### src/rtl/itr_pkg.sv
package itr_pkg;

    localparam int CTRL_W  = 6;
    localparam int IN_W    = 6;
    localparam int OUT_W   = 12;
    localparam int INTRA_N = 6;

    localparam int IN_CLR_BIT  = 0;
    localparam int IN_DAT_BIT  = 1;
    localparam int IN_CMD_BIT  = 5;
    localparam int OUT_DAT_BIT = 6;
    localparam int OUT_CMD_BIT = 10;
    localparam int OUT_PWR_BIT = 11;

    typedef struct packed {
        logic       dat_pad_en;
        logic       cmd_pad_en;
        logic       reg_test;
        logic [1:0] fifo_test;
        logic       test_en;
    } ctrl_t;

    localparam ctrl_t CTRL_RST = ctrl_t'(6'b110000);

    typedef struct packed {
        logic power;
        logic cmd_out;
        logic dat_out;
    } prim_t;

    typedef enum logic [1:0] {
        SEL_NONE,
        SEL_CTRL,
        SEL_IN,
        SEL_OUT
    } regsel_e;

    function automatic logic [OUT_W-1:0] pack_out(prim_t p, logic [INTRA_N-1:0] intra);
        logic [OUT_W-1:0] w;
        w = '0;
        w[OUT_PWR_BIT] = p.power;
        w[OUT_CMD_BIT] = p.cmd_out;
        w[OUT_DAT_BIT] = p.dat_out;
        w[INTRA_N-1:0] = intra;
        return w;
    endfunction

    function automatic prim_t unpack_prim(logic [OUT_W-1:0] w);
        prim_t p;
        p.power   = w[OUT_PWR_BIT];
        p.cmd_out = w[OUT_CMD_BIT];
        p.dat_out = w[OUT_DAT_BIT];
        return p;
    endfunction

    function automatic logic [IN_W-1:0] pack_in(logic clr, logic cmd, logic dat);
        logic [IN_W-1:0] w;
        w = '0;
        w[IN_CLR_BIT] = clr;
        w[IN_CMD_BIT] = cmd;
        w[IN_DAT_BIT] = dat;
        return w;
    endfunction

endpackage

### src/rtl/itest_ctrl_reg.sv
module itest_ctrl_reg
    import itr_pkg::*;
(
    input  logic              clk,
    input  logic              rst,
    input  logic              we,
    input  logic [CTRL_W-1:0] wdata,
    output ctrl_t             q
);

    always_ff @(posedge clk) begin
        if (rst) begin
            q <= CTRL_RST;
        end else if (we) begin
            q <= ctrl_t'(wdata);
        end
    end

endmodule

### src/rtl/itest_in_path.sv
module itest_in_path
    import itr_pkg::*;
(
    input  logic            clk,
    input  logic            rst,
    input  logic            we,
    input  logic            wbit,
    input  logic            test_en,
    input  logic            clr_ext,
    input  logic            cmd_pin,
    input  logic            dat_pin,
    output logic            clr_int,
    output logic [IN_W-1:0] rd_val
);

    logic clr_q;

    always_ff @(posedge clk) begin
        if (rst) begin
            clr_q <= 1'b0;
        end else if (we) begin
            clr_q <= wbit;
        end
    end

    assign clr_int = test_en ? clr_q : clr_ext;
    assign rd_val  = pack_in(clr_int, cmd_pin, dat_pin);

endmodule

### src/rtl/itest_out_path.sv
module itest_out_path
    import itr_pkg::*;
(
    input  logic               clk,
    input  logic               rst,
    input  logic               we,
    input  logic [OUT_W-1:0]   wdata,
    input  logic               test_en,
    input  logic [INTRA_N-1:0] fn_intra,
    input  prim_t              fn_prim,
    output logic [INTRA_N-1:0] intra_out,
    output prim_t              prim_out,
    output logic [OUT_W-1:0]   rd_val
);

    prim_t              prim_q;
    logic [INTRA_N-1:0] intra_q;

    always_ff @(posedge clk) begin
        if (rst) begin
            prim_q  <= '0;
            intra_q <= '0;
        end else if (we) begin
            prim_q  <= unpack_prim(wdata);
            intra_q <= wdata[INTRA_N-1:0];
        end
    end

    // One test multiplexer per chip-internal line
    for (genvar i = 0; i < INTRA_N; i++) begin : g_intra_mux
        assign intra_out[i] = test_en ? intra_q[i] : fn_intra[i];
    end

    assign prim_out = test_en ? prim_q : fn_prim;

    // Pad bits report the stored value, internal bits the live mux output
    assign rd_val = pack_out(prim_q, intra_out);

endmodule

### src/rtl/itest_regbank.sv
module itest_regbank
    import itr_pkg::*;
#(
    parameter int ADDR_W   = 12,
    parameter int DATA_W   = 32,
    parameter int CTRL_OFS = 'h100,
    parameter int IN_OFS   = 'h104,
    parameter int OUT_OFS  = 'h108
) (
    input  logic              clk,
    input  logic              rst,
    input  logic [ADDR_W-1:0] bus_addr,
    input  logic              bus_wr,
    input  logic [DATA_W-1:0] bus_wdata,
    input  logic              bus_rd,
    output logic [DATA_W-1:0] bus_rdata,
    output logic              test_en,
    output logic [1:0]        fifo_test_mode,
    output logic              reg_test_mode,
    output logic              cmd_pad_en,
    output logic              dat_pad_en,
    input  logic              dmaclr_ext,
    output logic              dmaclr_int,
    input  logic              cmd_in_pin,
    input  logic              dat_in_pin,
    input  logic [5:0]        fn_intra,
    output logic [5:0]        intra_out,
    input  logic              fn_power,
    input  logic              fn_cmd_out,
    input  logic              fn_dat_out,
    output logic              power_pin,
    output logic              cmd_out_pin,
    output logic              dat_out_pin
);

    localparam logic [ADDR_W-1:0] A_CTRL = ADDR_W'(CTRL_OFS);
    localparam logic [ADDR_W-1:0] A_IN   = ADDR_W'(IN_OFS);
    localparam logic [ADDR_W-1:0] A_OUT  = ADDR_W'(OUT_OFS);

    regsel_e          sel;
    ctrl_t            ctrl_q;
    logic [IN_W-1:0]  in_rd;
    logic [OUT_W-1:0] out_rd;
    prim_t            fn_prim;
    prim_t            prim_out;
    logic [DATA_W-1:0] rd_word;
    logic             wdata_unused;

    assign wdata_unused = ^bus_wdata[DATA_W-1:OUT_W];

    always_comb begin
        unique case (bus_addr)
            A_CTRL:  sel = SEL_CTRL;
            A_IN:    sel = SEL_IN;
            A_OUT:   sel = SEL_OUT;
            default: sel = SEL_NONE;
        endcase
    end

    itest_ctrl_reg u_ctrl (
        .clk   (clk),
        .rst   (rst),
        .we    (bus_wr && sel == SEL_CTRL),
        .wdata (bus_wdata[CTRL_W-1:0]),
        .q     (ctrl_q)
    );

    itest_in_path u_in (
        .clk     (clk),
        .rst     (rst),
        .we      (bus_wr && sel == SEL_IN),
        .wbit    (bus_wdata[IN_CLR_BIT]),
        .test_en (ctrl_q.test_en),
        .clr_ext (dmaclr_ext),
        .cmd_pin (cmd_in_pin),
        .dat_pin (dat_in_pin),
        .clr_int (dmaclr_int),
        .rd_val  (in_rd)
    );

    assign fn_prim = '{power: fn_power, cmd_out: fn_cmd_out, dat_out: fn_dat_out};

    itest_out_path u_out (
        .clk       (clk),
        .rst       (rst),
        .we        (bus_wr && sel == SEL_OUT),
        .wdata     (bus_wdata[OUT_W-1:0]),
        .test_en   (ctrl_q.test_en),
        .fn_intra  (fn_intra),
        .fn_prim   (fn_prim),
        .intra_out (intra_out),
        .prim_out  (prim_out),
        .rd_val    (out_rd)
    );

    assign power_pin   = prim_out.power;
    assign cmd_out_pin = prim_out.cmd_out;
    assign dat_out_pin = prim_out.dat_out;

    assign test_en        = ctrl_q.test_en;
    assign fifo_test_mode = ctrl_q.fifo_test;
    assign reg_test_mode  = ctrl_q.reg_test;
    assign cmd_pad_en     = ctrl_q.cmd_pad_en;
    assign dat_pad_en     = ctrl_q.dat_pad_en;

    always_comb begin
        case (sel)
            SEL_CTRL: rd_word = DATA_W'(ctrl_q);
            SEL_IN:   rd_word = DATA_W'(in_rd);
            SEL_OUT:  rd_word = DATA_W'(out_rd);
            default:  rd_word = '0;
        endcase
    end

    always_ff @(posedge clk) begin
        if (rst) begin
            bus_rdata <= '0;
        end else begin
            bus_rdata <= bus_rd ? rd_word : '0;
        end
    end

endmodule

### config.mk
export PLATFORM = sky130hd
export DESIGN_NAME = itest_regbank
export DESIGN_NICKNAME = d
export VERILOG_FILES = /design/src/rtl/itr_pkg.sv /design/src/rtl/itest_ctrl_reg.sv /design/src/rtl/itest_in_path.sv /design/src/rtl/itest_out_path.sv /design/src/rtl/itest_regbank.sv
export SDC_FILE = /design/constraint.sdc
export NUM_CORES = 1
export LEC_CHECK = 0
export BUFFER_PORTS_ARGS = -buffer_cell sky130_fd_sc_hd__buf_4
export CAP_MARGIN = 20
export CORE_UTILIZATION = 40
export CTS_CLUSTER_SIZE = 12
export DETAILED_ROUTE_END_ITERATION = 8
export PLACE_DENSITY = 0.81
export RECOVER_POWER = 25
export SLEW_MARGIN = 20
export SYNTH_ARGS = -nofsm -noshare
export SYNTH_HDL_FRONTEND = slang
export SYNTH_SLANG_ARGS = --single-unit
### constraint.sdc
create_clock -name clk -period 1.5 [get_ports clk]
set_clock_uncertainty 0.1 [all_clocks]
set_input_delay 0 -clock clk [delete_from_list [all_inputs] [get_ports clk]]
set_output_delay 0 -clock clk [all_outputs]
set_load 0.005 [all_outputs]
### Word level (Yosys, flattened, before mapping)

Cells that the tools add are included.
Widths: inputs -> output; s select.

* bits in registers: 48
* input bits: 60
* output and inout port bits: 48
* word-level logic and storage cells: 32

* eq/ne operators: 6
* bitwise operators: 1
* multiplexer cells: 10
* reductions and logical operators: 4

Operators with widths (count)
* $eq 12x9->1 const B: 3
* $pmux 12 s3: 1
* $mux 1: 7
* $pmux 2 s3: 1
* $eq 2x2->1 const B: 2
* $logic_and 1x1->1: 3
* $mux 3: 1
* $eq 2x1->1 const B: 1
* $reduce_or 2->1: 1
* $not 1->1: 1

### Depth between registers and ports, before layout

Gate-level depths: netlist (run 1).

* depth after elaboration: 4
* mapped depth: 5
* depth with buffers taken out: 3

### Hierarchy

From an unflattened synthesis (run 1), not the netlist that was laid out.

* cells, all modules: 155
* area total of the unflattened synthesis: 1554.0 um2

By module, submodules not included
* itest_regbank: area an instance 703.2 um2, cells an instance 76, instances 1
* itest_out_path: area an instance 536.8 um2, cells an instance 49, instances 1
* itest_ctrl_reg: area an instance 216.5 um2, cells an instance 19, instances 1
* itest_in_path: area an instance 97.6 um2, cells an instance 11, instances 1

### Worst setup path after synthesis (run 1)

OpenSTA, ideal clock, no wires.

* kind: reg2reg
* from: reg u_ctrl.q[0] (netlist name)
* to: reg bus_rdata[1]
* clock period less this slack: 1348 ps
* library setup time: 122 ps
* arrival: 1126 ps
* path slack: 152 ps
* required time: 1278 ps
* path buffers: 1
* cell stages (with the launch flop): 5
* path through: dfxtp_1 buf_2 mux2_2 a2bb2oi_1 nor2_1

* word-level cells in the longest chain between the ends: 2

RTL lines
* from (decl): line itest_ctrl_reg.sv:8 `output ctrl_t q`
* from (signal assigned): line itest_ctrl_reg.sv:15 `q <= ctrl_t'(wdata);`
* $mux 1: line itest_out_path.sv:31 `assign intra_out[i] = test_en ? intra_q[i] : fn_intra[i];`
* via out_rd[1]: line itest_regbank.sv:43 `logic [OUT_W-1:0] out_rd;`
* $pmux 12 s3: line itest_regbank.sv:107 `case (sel)`
* to (signal assigned): line itest_regbank.sv:119 `bus_rdata <= bus_rd ? rd_word : '0;`
* to (decl): line itest_regbank.sv:16 `output logic [DATA_W-1:0] bus_rdata,`

The timed path passes the listed nets, and every way through them passes these cells.
A chain may end at the register's enable or synchronous reset.

### Worst setup path after layout (run 1)

* from: in bus_addr[6]
* to: reg u_out.intra_q[2]

* word-level cells in the longest chain between the ends: 4
* elaborated cells between the ends (all ways): 6
* those cells by class: 4 x eq/ne; 1 x mux; 1 x reduce/logical

RTL lines
* from (decl): line itest_regbank.sv:12 `input logic [ADDR_W-1:0] bus_addr,`
* $eq 12x9->1: line itest_regbank.sv:52 `unique case (bus_addr)`
* $pmux 2 s3 *: line itest_regbank.sv:52
* $eq 2x2->1 *: line itest_regbank.sv:86 `.we (bus_wr && sel == SEL_OUT),`
* $logic_and 1x1->1 *: line itest_regbank.sv:86
* to (signal assigned): line itest_out_path.sv:25 `intra_q <= wdata[INTRA_N-1:0];`
* to (decl): line itest_out_path.sv:17 `logic [INTRA_N-1:0] intra_q;`

Every way passes the cells marked *; elsewhere a longest branch is shown, timed or not.

==> metrics.md, run 1 <==
| Metric | Value |
|---|---|
| Total GRT Usage | `17.1%` |
| Crit Path Category | `in2reg` |
| Post-synth EDFFs | `0` |
| Largest cells by area after synthesis | `dfxtp_1 34%, buf_4 15%, mux2i_1 14%` |
| Hold WS | `-1.00 ps` |
| Leading area contributor after synthesis | `dfxtp_1` |
| CP startpoint kind | `primary input` |
| First-pass detailed-route iteration total | `4` |
| FP Rows | `21` |
| Clock sinks | `25` |
| Leak pwr | `0.940 nW` |
| Asr flop ratio synth | `0%` |
| Post-synth top area share | `33.7%` |
| Root Buffer | `clkbuf_8` |
| Placed cell count | `247` |
| Routed Antenna Nets | `0` |
| Cell with the most instances after synthesis | `buf_4` |
| Max clock buf depth | `2` |
| Die Ht | `62.9 um` |
| Iter 0 DRT Violations | `53` |
| Tightest Hold Check Type | `in2reg` |
| Final Instance Count excl. Fillers | `266` |
| Post-layout minimum cycle time | `1480 ps` |
| Setup violations, final | `0` |
| IO Count | `108` |
| Final #Nets | `281` |
| Vias | `1223` |
| Max_cap viols | `0` |
| GP Congestion | `0.766` |
| Die area | `0.00396 mm2` |
| H-tree depth | `1` |
| Netlist cell types | `24` |
| PwrDens | `634 mW/mm2` |
| Final Cycle Share | `98.7%` |
| DRC | `0` |
| Outcome | `complete, but fails checks` |
| Core area | `0.00344 mm2` |
| Initial Util | `43.1%` |
| Register area share after synthesis | `33.7%` |
| Share of post-route cells with drive strength above 1 | `39.5%` |
| Port bufs | `61` |
| Reg clk slew, reported paths | `80 ps` |
| Number of global-route vias before repair | `1110` |
| Synth warn | `0` |
| Syn_area_per_cell | `9.89 um2` |
| Vias per Instance | `4.60` |
| Syn Inst Count | `150` |
| Max-slew violation count | `0` |
| Worst EP arrival | `1580 ps` |
| Congestion Overflow GR | `0` |
| CTS tree | `yes` |
| Synth Cell Area | `0.00148 mm2` |
| Final hold vios | `1` |
| CP Data Required Time | `1600 ps` |
| Max FO, Critical Path | `5` |
| Ys flop type | `dfxtp_1` |
| Failing checks | `negative hold slack` |
| Largest net degree at the start of global routing | `29` |
| Seq cells post-synth | `25` |
| VDD IR-drop max | `0.000284 V` |
| Area Growth Syn to Fin | `37.4%` |
| Max Fclk | `0.675 GHz` |
| Post-synth top cells | `29 x buf_4, 25 x dfxtp_1, 23 x nand2b_1` |
| Post-DP HPWL | `2.30 mm` |
| Die Wd | `62.9 um` |
| Insertion delay to the later sink of the worst-skew pair | `270 ps` |
| WL/cell | `12.9 um` |
| Core Util, Final | `59.3%` |
| Post-Route WL | `3.44 mm` |
| Diodes inserted | `0` |
| RSZ-0062 raised after global routing | `true` |
| CTS Buf Count | `3` |
| Crit. End Element | `register` |
| Initial antenna violation count | `0` |
| First-pass GRT wire length | `5.27 mm` |
[power by group]
part,total (mW),switching (mW),internal (mW)
sequential,0.663,0.0000325,0.663
combinational,0.229,0.0918,0.137
clock,0.401,0.211,0.190
[layout by cell type, fill, tap and decap left out]
cell type | synthesis | final
a21oi_1 | 2 | 2
a2bb2oi_1 | 2 | 2
a311o_1 | 1 | 1
and3b_1 | 2 | 2
and4_4 | 1 | 2
buf_4 | 29 | 54
buf_6 | 0 | 1
clkbuf_1 | 3 | 3
clkbuf_4 | 0 | 9
clkbuf_8 | 0 | 3
conb_1 | 1 | 23
dfxtp_1 | 25 | 24
dfxtp_2 | 0 | 1
dlygate4sd3_1 | 0 | 13
inv_1 | 1 | 1
mux2_2 | 10 | 10
mux2i_1 | 21 | 21
nand2_1 | 4 | 4
nand2b_1 | 23 | 23
nand4_1 | 1 | 1
nand4_2 | 2 | 2
nor2_1 | 10 | 10
nor2b_1 | 2 | 2
nor3_2 | 3 | 3
nor3b_1 | 1 | 1
nor4_4 | 1 | 1
nor4b_4 | 1 | 1
[metrics by stage]
stage / setup WS, ps / hold WS [ps] / total power [mW] / setup TNS, ps / instance area (um2)
floorplan: 152 / 28.6 / 0.823 / 0 / 1570
global placement: 204 / 160 / 0.875 / 0 / 1850
detailed placement: 150 / 171 / 0.878 / 0 / 1850
CTS: 14.8 / -12.1 / 1.30 / 0 / 2020
global route: -17.6 / 12.5 / 1.35 / -65.5 / 2040
finish: 19.3 / -1.00 / 1.29 / 0 / 2040
[state kept, by name, summed over array words and instances (netlist names)]
name and count:
bus_rdata 9, u_out.rd_val 3, u_out.intra_q 6, u_in.clr_q 1, u_ctrl.q 6
[timing repair]
item	in CTS	in global routing
setup buffers	0	1
hold buffers	13	0
endpoints found under the setup margin	0	8
gates resized for setup	0	3
endpoints found under the hold margin	20	0
[critical path, cell delays in order]
cell           delay, ps
dlygate4sd3_1        540
buf_4                140
nor4_4               330
and4_4               380
mux2i_1              200
[path summary, 6_finish.rpt]
check                                                      to  depth (start not counted)  slack, ps                         start
worst max-delay path            u_out.intra_q[2]$_SDFFE_PP0P_                          5         20                   bus_addr[6]
worst min-delay path                  u_in.clr_q$_SDFFE_PP0P_                          4         -1                   bus_addr[5]
worst min register to register        bus_rdata[6]$_SDFF_PP0_                          2        350  u_out.rd_val[6]$_SDFFE_PP0P_
worst max register to register        bus_rdata[4]$_SDFF_PP0_                          4        190      u_ctrl.q[0]$_SDFFE_PP0P_
[layout make-up]
class,count,area [um2]
Clock buffer,4,45.0
Fill cell,336,1400
Inverter,1,3.75
Multi-Input combinational cell,111,810
Sequential cell,25,502
Tap cell,46,57.6
Timing Repair Buffer,79,622
[cell families (layout without fill, tap and decap cells)]
logic type | after synthesis | in the layout | synth area share [%]
simple gates | 51 | 52 | 23.7
buf+inv | 37 | 84 | 18.0
mux | 31 | 31 | 21.8
flops | 25 | 25 | 33.7
compound gates | 5 | 5 | 2.53
other cells | 1 | 23 | 0.253
[per-layer routing]
| layer | wire length (um) | part of all wire, % | vias to the layer above | GRT usage (%) |
|---|---|---|---|---|
| li1 | - | - | 595 | - |
| met1 | 1460 | 42 | 562 | 21.1 |
| met2 | 1680 | 49 | 60 | 28.8 |
| met3 | 252 | 7.3 | 6 | 2.74 |
| met4 | 51 | 1.5 | 0 | 7.85 |
| met5 | 0 | 0 | - | 0 |
Note: power is estimated with default switching activity, not from simulation.
==> run 2, diff against run 1 <==
ABC_AREA = 1   (was unset)
CORE_UTILIZATION = 41   (was 40)
PLACE_DENSITY = 0.83   (was 0.81)
clock period = 1.6 ns   (was 1.5 ns; I/O delays follow)
==> metrics.md, run 2 <==
| Metric | Value |
|---|---|
| Vias per Instance | `4.68` |
| Diodes inserted | `0` |
| Clock sinks | `25` |
| Largest cells by area after synthesis | `dfxtp_1 34%, buf_4 16%, nand2_1 8.5%` |
| Crit Path Category | `in2reg` |
| Post-synth top area share | `33.5%` |
| Hold path depth | `5` |
| CTS tree | `yes` |
| Post-DP HPWL | `2.59 mm` |
| Largest Register | `bus_rdata` |
| Worst R2R End | `bus_rdata[0]$_SDFF_PP0_` |
| Max-slew violation count | `0` |
| Seq cells post-synth | `25` |
| Die Wd | `62.3 um` |
| Leading area contributor after synthesis | `dfxtp_1` |
| Final hold vios | `0` |
| Final Cycle Share | `94.2%` |
| Setup ws final | `92.5 ps` |
| WL/cell | `11.2 um` |
| Ys flop type | `dfxtp_1` |
| Area Growth Syn to Fin | `41.8%` |
| Reg2reg setup slack | `300 ps` |
| DRC | `0` |
| Leak pwr | `0.935 nW` |
| Most frequent cells in the layout | `55 x buf_4, 34 x nand2_1, 25 x dfxtp_1, 23 x conb_1, 23 x dlygate4sd3_1` |
| Iter 0 DRT Violations | `52` |
| Vias | `1507` |
| Final Power | `1.11 mW` |
| Synth warn | `0` |
| Syn Inst Count | `198` |
| Most common cell after layout, fill and taps aside | `buf_4` |
| Routed Antenna Nets | `0` |
| Post-layout minimum cycle time | `1510 ps` |
| Die area | `0.00389 mm2` |
| Max_cap viols | `0` |
| PwrDens | `526 mW/mm2` |
| Pre-CTS WS | `348 ps` |
| Congestion Overflow GR | `0` |
| Outcome | `completed` |
| Biggest regs | `bus_rdata x9, u_ctrl.q x6, u_out.intra_q x6` |
| Asr flop ratio synth | `0%` |
| Reg clk slew, reported paths | `130 ps` |
| Hold WS | `2.59 ps` |
| Max FFs per register | `9` |
| IO Count | `108` |
| Initial Util | `43.7%` |
| Port bufs | `61` |
| Die Ht | `62.3 um` |
| Syn_area_per_cell | `7.54 um2` |
| Hold EP | `bus_rdata[0]$_SDFF_PP0_` |
| Max clock buf depth | `2` |
| Register area share after synthesis | `33.5%` |
| Hold Crit Start | `bus_addr[3]` |
| Cell with the most instances after synthesis | `nand2_1` |
| Number of setup buffers added after CTS | `0` |
| Worst EP arrival | `1630 ps` |
| Max FO, Critical Path | `16` |
| Final #Nets | `337` |
| FP Rows | `21` |
| H-tree depth | `1` |
| GP Congestion | `0.865` |
| Worst flop-to-flop path startpoint | `u_ctrl.q[0]$_SDFFE_PP0P_` |
| Root Buffer | `clkbuf_4` |
| Share of post-route cells with drive strength above 1 | `32.2%` |
| Post-synth top cells | `34 x nand2_1, 32 x buf_4, 25 x dfxtp_1` |
| CP startpoint kind | `primary input` |
| First-pass GRT wire length | `5.79 mm` |
| CTS Buf Count | `3` |
| Number of global-route vias before repair | `1371` |
| Largest net degree at the start of global routing | `17` |
| Netlist cell types | `26` |
| Crit. End Element | `register` |
| RSZ-0062 raised after global routing | `false` |
| Setup TNS | `0 ps` |
| First-pass detailed-route iteration total | `5` |
| Filler cells | `331` |
| Setup violations, final | `0` |
| Post-Route WL | `3.59 mm` |
| Reg2reg path depth | `7` |
| Tightest Hold Check Type | `in2reg` |
| Core area | `0.00342 mm2` |
| Post-synth EDFFs | `0` |
| Max Fclk | `0.663 GHz` |
| VDD IR-drop max | `0.000249 V` |
| Total GRT Usage | `18.1%` |
| Insertion delay to the later sink of the worst-skew pair | `310 ps` |
| Synth Cell Area | `0.00149 mm2` |
| Initial antenna violation count | `0` |
| CP Data Required Time | `1720 ps` |
## run 2: critical path, cell delays in order
cell,delay [ps]
dlygate4sd3_1,550
buf_6,160
nand3_4,130
clkinv_1,100
nand2_1,60
nand3_1,60
dlygate4sd3_1,560
## run 2: logic make-up (layout without fill, tap and decap cells)
group / after synthesis / after routing / share of synthesized area [%]
simple gates: 89 / 89 / 32.6
buf+inv: 55 / 111 / 22.5
compound gates: 25 / 25 / 8.88
flops: 25 / 25 / 33.5
mux: 3 / 3 / 2.26
other cells: 1 / 23 / 0.251
## run 2: worst max-delay path by stage
| stage | to | startpoint | slack (ps) |
|---|---|---|---|
| 4_1_cts | u_ctrl.q[5]$_SDFFE_PP1P_ | bus_wr | 70 |
| 3_3_place_gp | bus_rdata[0]$_SDFF_PP0_ | u_ctrl.q[0]$_SDFFE_PP0P_ | 370 |
| 3_5_place_dp | bus_rdata[3]$_SDFF_PP0_ | bus_addr[5] | 350 |
| 2_1_floorplan | bus_rdata[0]$_SDFF_PP0_ | u_ctrl.q[0]$_SDFFE_PP0P_ | 370 |
| 6_report | u_ctrl.q[4]$_SDFFE_PP1P_ | bus_wr | 90 |
| 5_1_grt | u_ctrl.q[4]$_SDFFE_PP1P_ | bus_wr | 20 |
## run 2: power by group
group | internal [mW] | switching [mW]
Combinational | 0.116 | 0.0938
Sequential | 0.623 | 0.0000357
Clock | 0.0975 | 0.185
Total | 0.836 | 0.279
## run 2: final cells by class
type	count	area [um2]	area share, %
clock buffer	4	26.3	1.24
inverter	19	71.3	3.37
multi-input combinational	140	739	34.9
sequential	25	500	23.6
tap	46	57.6	2.72
timing repair buffer	88	722	34.1
## run 2: what timing repair did
action,in CTS,in global routing
gates resized for setup,0,1
endpoints found under the hold margin,25,0
hold buffers,23,0
setup endpoints to repair,0,1
## run 2: layer usage
metal | GRT usage (%) | share of wire, % | vias to the layer above
met2 | 32.3 | 50 | 64
met1 | 21.4 | 42 | 672
li1 | - | - | 764
met3 | 4.41 | 7.5 | 7
met4 | 5.23 | 0.92 | 0
met5 | 0 | 0 | -
## run 2: through the flow
step	util, %	cells	area [um2]
6_report	62.0	322	2120
5_1_grt	62.0	322	2120
4_1_cts	61.9	322	2110
3_5_place_dp	54.4	295	1860
3_3_place_gp	54.4	295	1860
2_1_floorplan	-	220	1580
==> run 3, diff against run 2 <==
CORE_UTILIZATION = 37   (was 41)
clock period = 1.2 ns   (was 1.6 ns; I/O delays follow)
==> metrics.md, run 3 (same netlist as run 2, synthesis figures left out) <==
| Metric | Value |
|---|---|
| Outcome | `complete, but fails checks` |
| Failing checks | `negative hold slack, negative setup slack` |
| Tightest Hold Check Type | `in2reg` |
| Final Cycle Share | `108%` |
| Crit Path Category | `reg2out` |
| CTS Buf Count | `3` |
| WL/cell | `12.2 um` |
| CP startpoint kind | `register` |
| Share of post-route cells with drive strength above 1 | `40.6%` |
| IO Count | `108` |
| Max_cap viols | `0` |
| Die Wd | `65.5 um` |
| First-pass GRT wire length | `6.26 mm` |
| Iter 0 DRT Violations | `57` |
| Max Fclk | `0.768 GHz` |
| Hold WS | `-14.1 ps` |
| Die area | `0.00429 mm2` |
| Most frequent cells in the layout | `60 x buf_4, 32 x nand2_1, 24 x dfxtp_1, 23 x conb_1, 19 x nand4_1` |
| Final hold vios | `3` |
| Die Ht | `65.5 um` |
| Biggest regs | `bus_rdata x9, u_ctrl.q x6, u_out.intra_q x6` |
| Congestion Overflow GR | `0` |
| Total GRT Usage | `18.7%` |
| GP Congestion | `0.842` |
| First-pass detailed-route iteration total | `4` |
| CP Data Required Time | `1100 ps` |
| Setup TNS | `-767 ps` |
| Clock sinks | `25` |
| Initial Util | `39.6%` |
| Crit. End Element | `primary output` |
| Setup ws final | `-102 ps` |
| Final #Nets | `342` |
| Area Growth Syn to Fin | `51.0%` |
| Core area | `0.00377 mm2` |
| Post-Route WL | `4.01 mm` |
| RSZ-0062 raised after global routing | `true` |
| Max FFs per register | `9` |
| DRC | `0` |
| Insertion delay to the later sink of the worst-skew pair | `280 ps` |
| Vias per Instance | `4.72` |
| Diodes inserted | `0` |
| Routed Antenna Nets | `0` |
| Post-layout minimum cycle time | `1300 ps` |
| Most common cell after layout, fill and taps aside | `buf_4` |
| Reg clk slew, reported paths | `100 ps` |
| Root Buffer | `clkbuf_8` |
| H-tree depth | `1` |
| Post-DP HPWL | `2.84 mm` |
| Vias | `1553` |
| Reg2reg setup slack | `10 ps` |
| Max clock buf depth | `2` |
| Largest Register | `bus_rdata` |
| VDD IR-drop max | `0.000525 V` |
| Max FO, Critical Path | `7` |
| Filler cells | `344` |
| Initial antenna violation count | `0` |
| Port bufs | `61` |
| FP Rows | `22` |
| CTS tree | `yes` |
| Max-slew violation count | `0` |
| PwrDens | `737 mW/mm2` |
| Setup violations, final | `10` |
| Leak pwr | `1.00 nW` |
| Largest net degree at the start of global routing | `17` |
| Number of global-route vias before repair | `1455` |
| Worst EP arrival | `1200 ps` |
==> run 3: changes by cell type in the layout (fill, tap and decap cells not counted), sizes merged <==
cell / previous run / this run
clkbuf: 13 / 12
buf: 56 / 67
dlygate4sd3: 23 / 17
clkinvlp: 0 / 1
==> run 3: where the power goes <==
group	internal (mW)	total, mW	switching, mW
registers	0.827	0.827	0.0000513
clock network	0.236	0.527	0.291
logic	0.172	0.307	0.135
total	1.23	1.66	0.427
==> run 3: what timing repair did <==
| action | 4_1_cts | 5_1_grt |
|---|---|---|
| cloned | 0 | 1 |
| endpoints found under the hold margin | 23 | 0 |
| hold buffers | 17 | 0 |
| endpoints found under the setup margin | 12 | 12 |
| pin swaps | 0 | 4 |
| gates resized for setup | 13 | 18 |
| setup buffers | 1 | 1 |
==> run 3: worst paths after layout <==
check	startpoint	end	cells after the start
max	u_ctrl.q[0]$_SDFFE_PP0P_	cmd_out_pin	5
min reg2reg	u_out.rd_val[11]$_SDFFE_PP0P_	u_out.rd_val[11]$_SDFFE_PP0P_	2
max reg2reg	u_ctrl.q[0]$_SDFFE_PP0P_	bus_rdata[0]$_SDFF_PP0_	7
min	bus_addr[2]	bus_rdata[6]$_SDFF_PP0_	4
==> run 3: worst max-delay path: stages (launching register included) <==
cell and delay, ps:
dfxtp_4 380, buf_6 130, buf_8 140, nor2_2 40, a21oi_1 110, buf_4 130
==> run 3: cell type report <==
cell class	instances	area [um2]	share of cell area, %
clock buffers	3	41.3	1.83
flip-flops and latches	25	504	22.4
multi-input cells	140	798	35.4
well taps	48	60.1	2.67
clock inverters	1	7.51	0.333
inverters	19	71.3	3.16
repair buffers	93	771	34.2
==> run 3: stage by stage <==
stage	util [%]	power, mW	std cells	worst slack [ps]	area [um2]
5_1_grt	59.8	1.73	329	-148	2250
6_report	59.8	1.66	329	-102	2250
3_5_place_dp	51.0	1.09	305	-12.3	1920
4_1_cts	57.9	1.66	327	-83.2	2180
3_3_place_gp	51.0	1.09	305	18.7	1920
2_1_floorplan	-	1.00	220	-0.0441	1580
==> run 3: metal layers <==
layer | vias to the layer above | track usage [%] | part of all wire (%)
met5 | - | 0 | 0
met2 | 55 | 34.5 | 53
li1 | 773 | - | -
met4 | 0 | 3.26 | 0.37
met1 | 722 | 21.5 | 40
met3 | 3 | 4.86 | 6.1
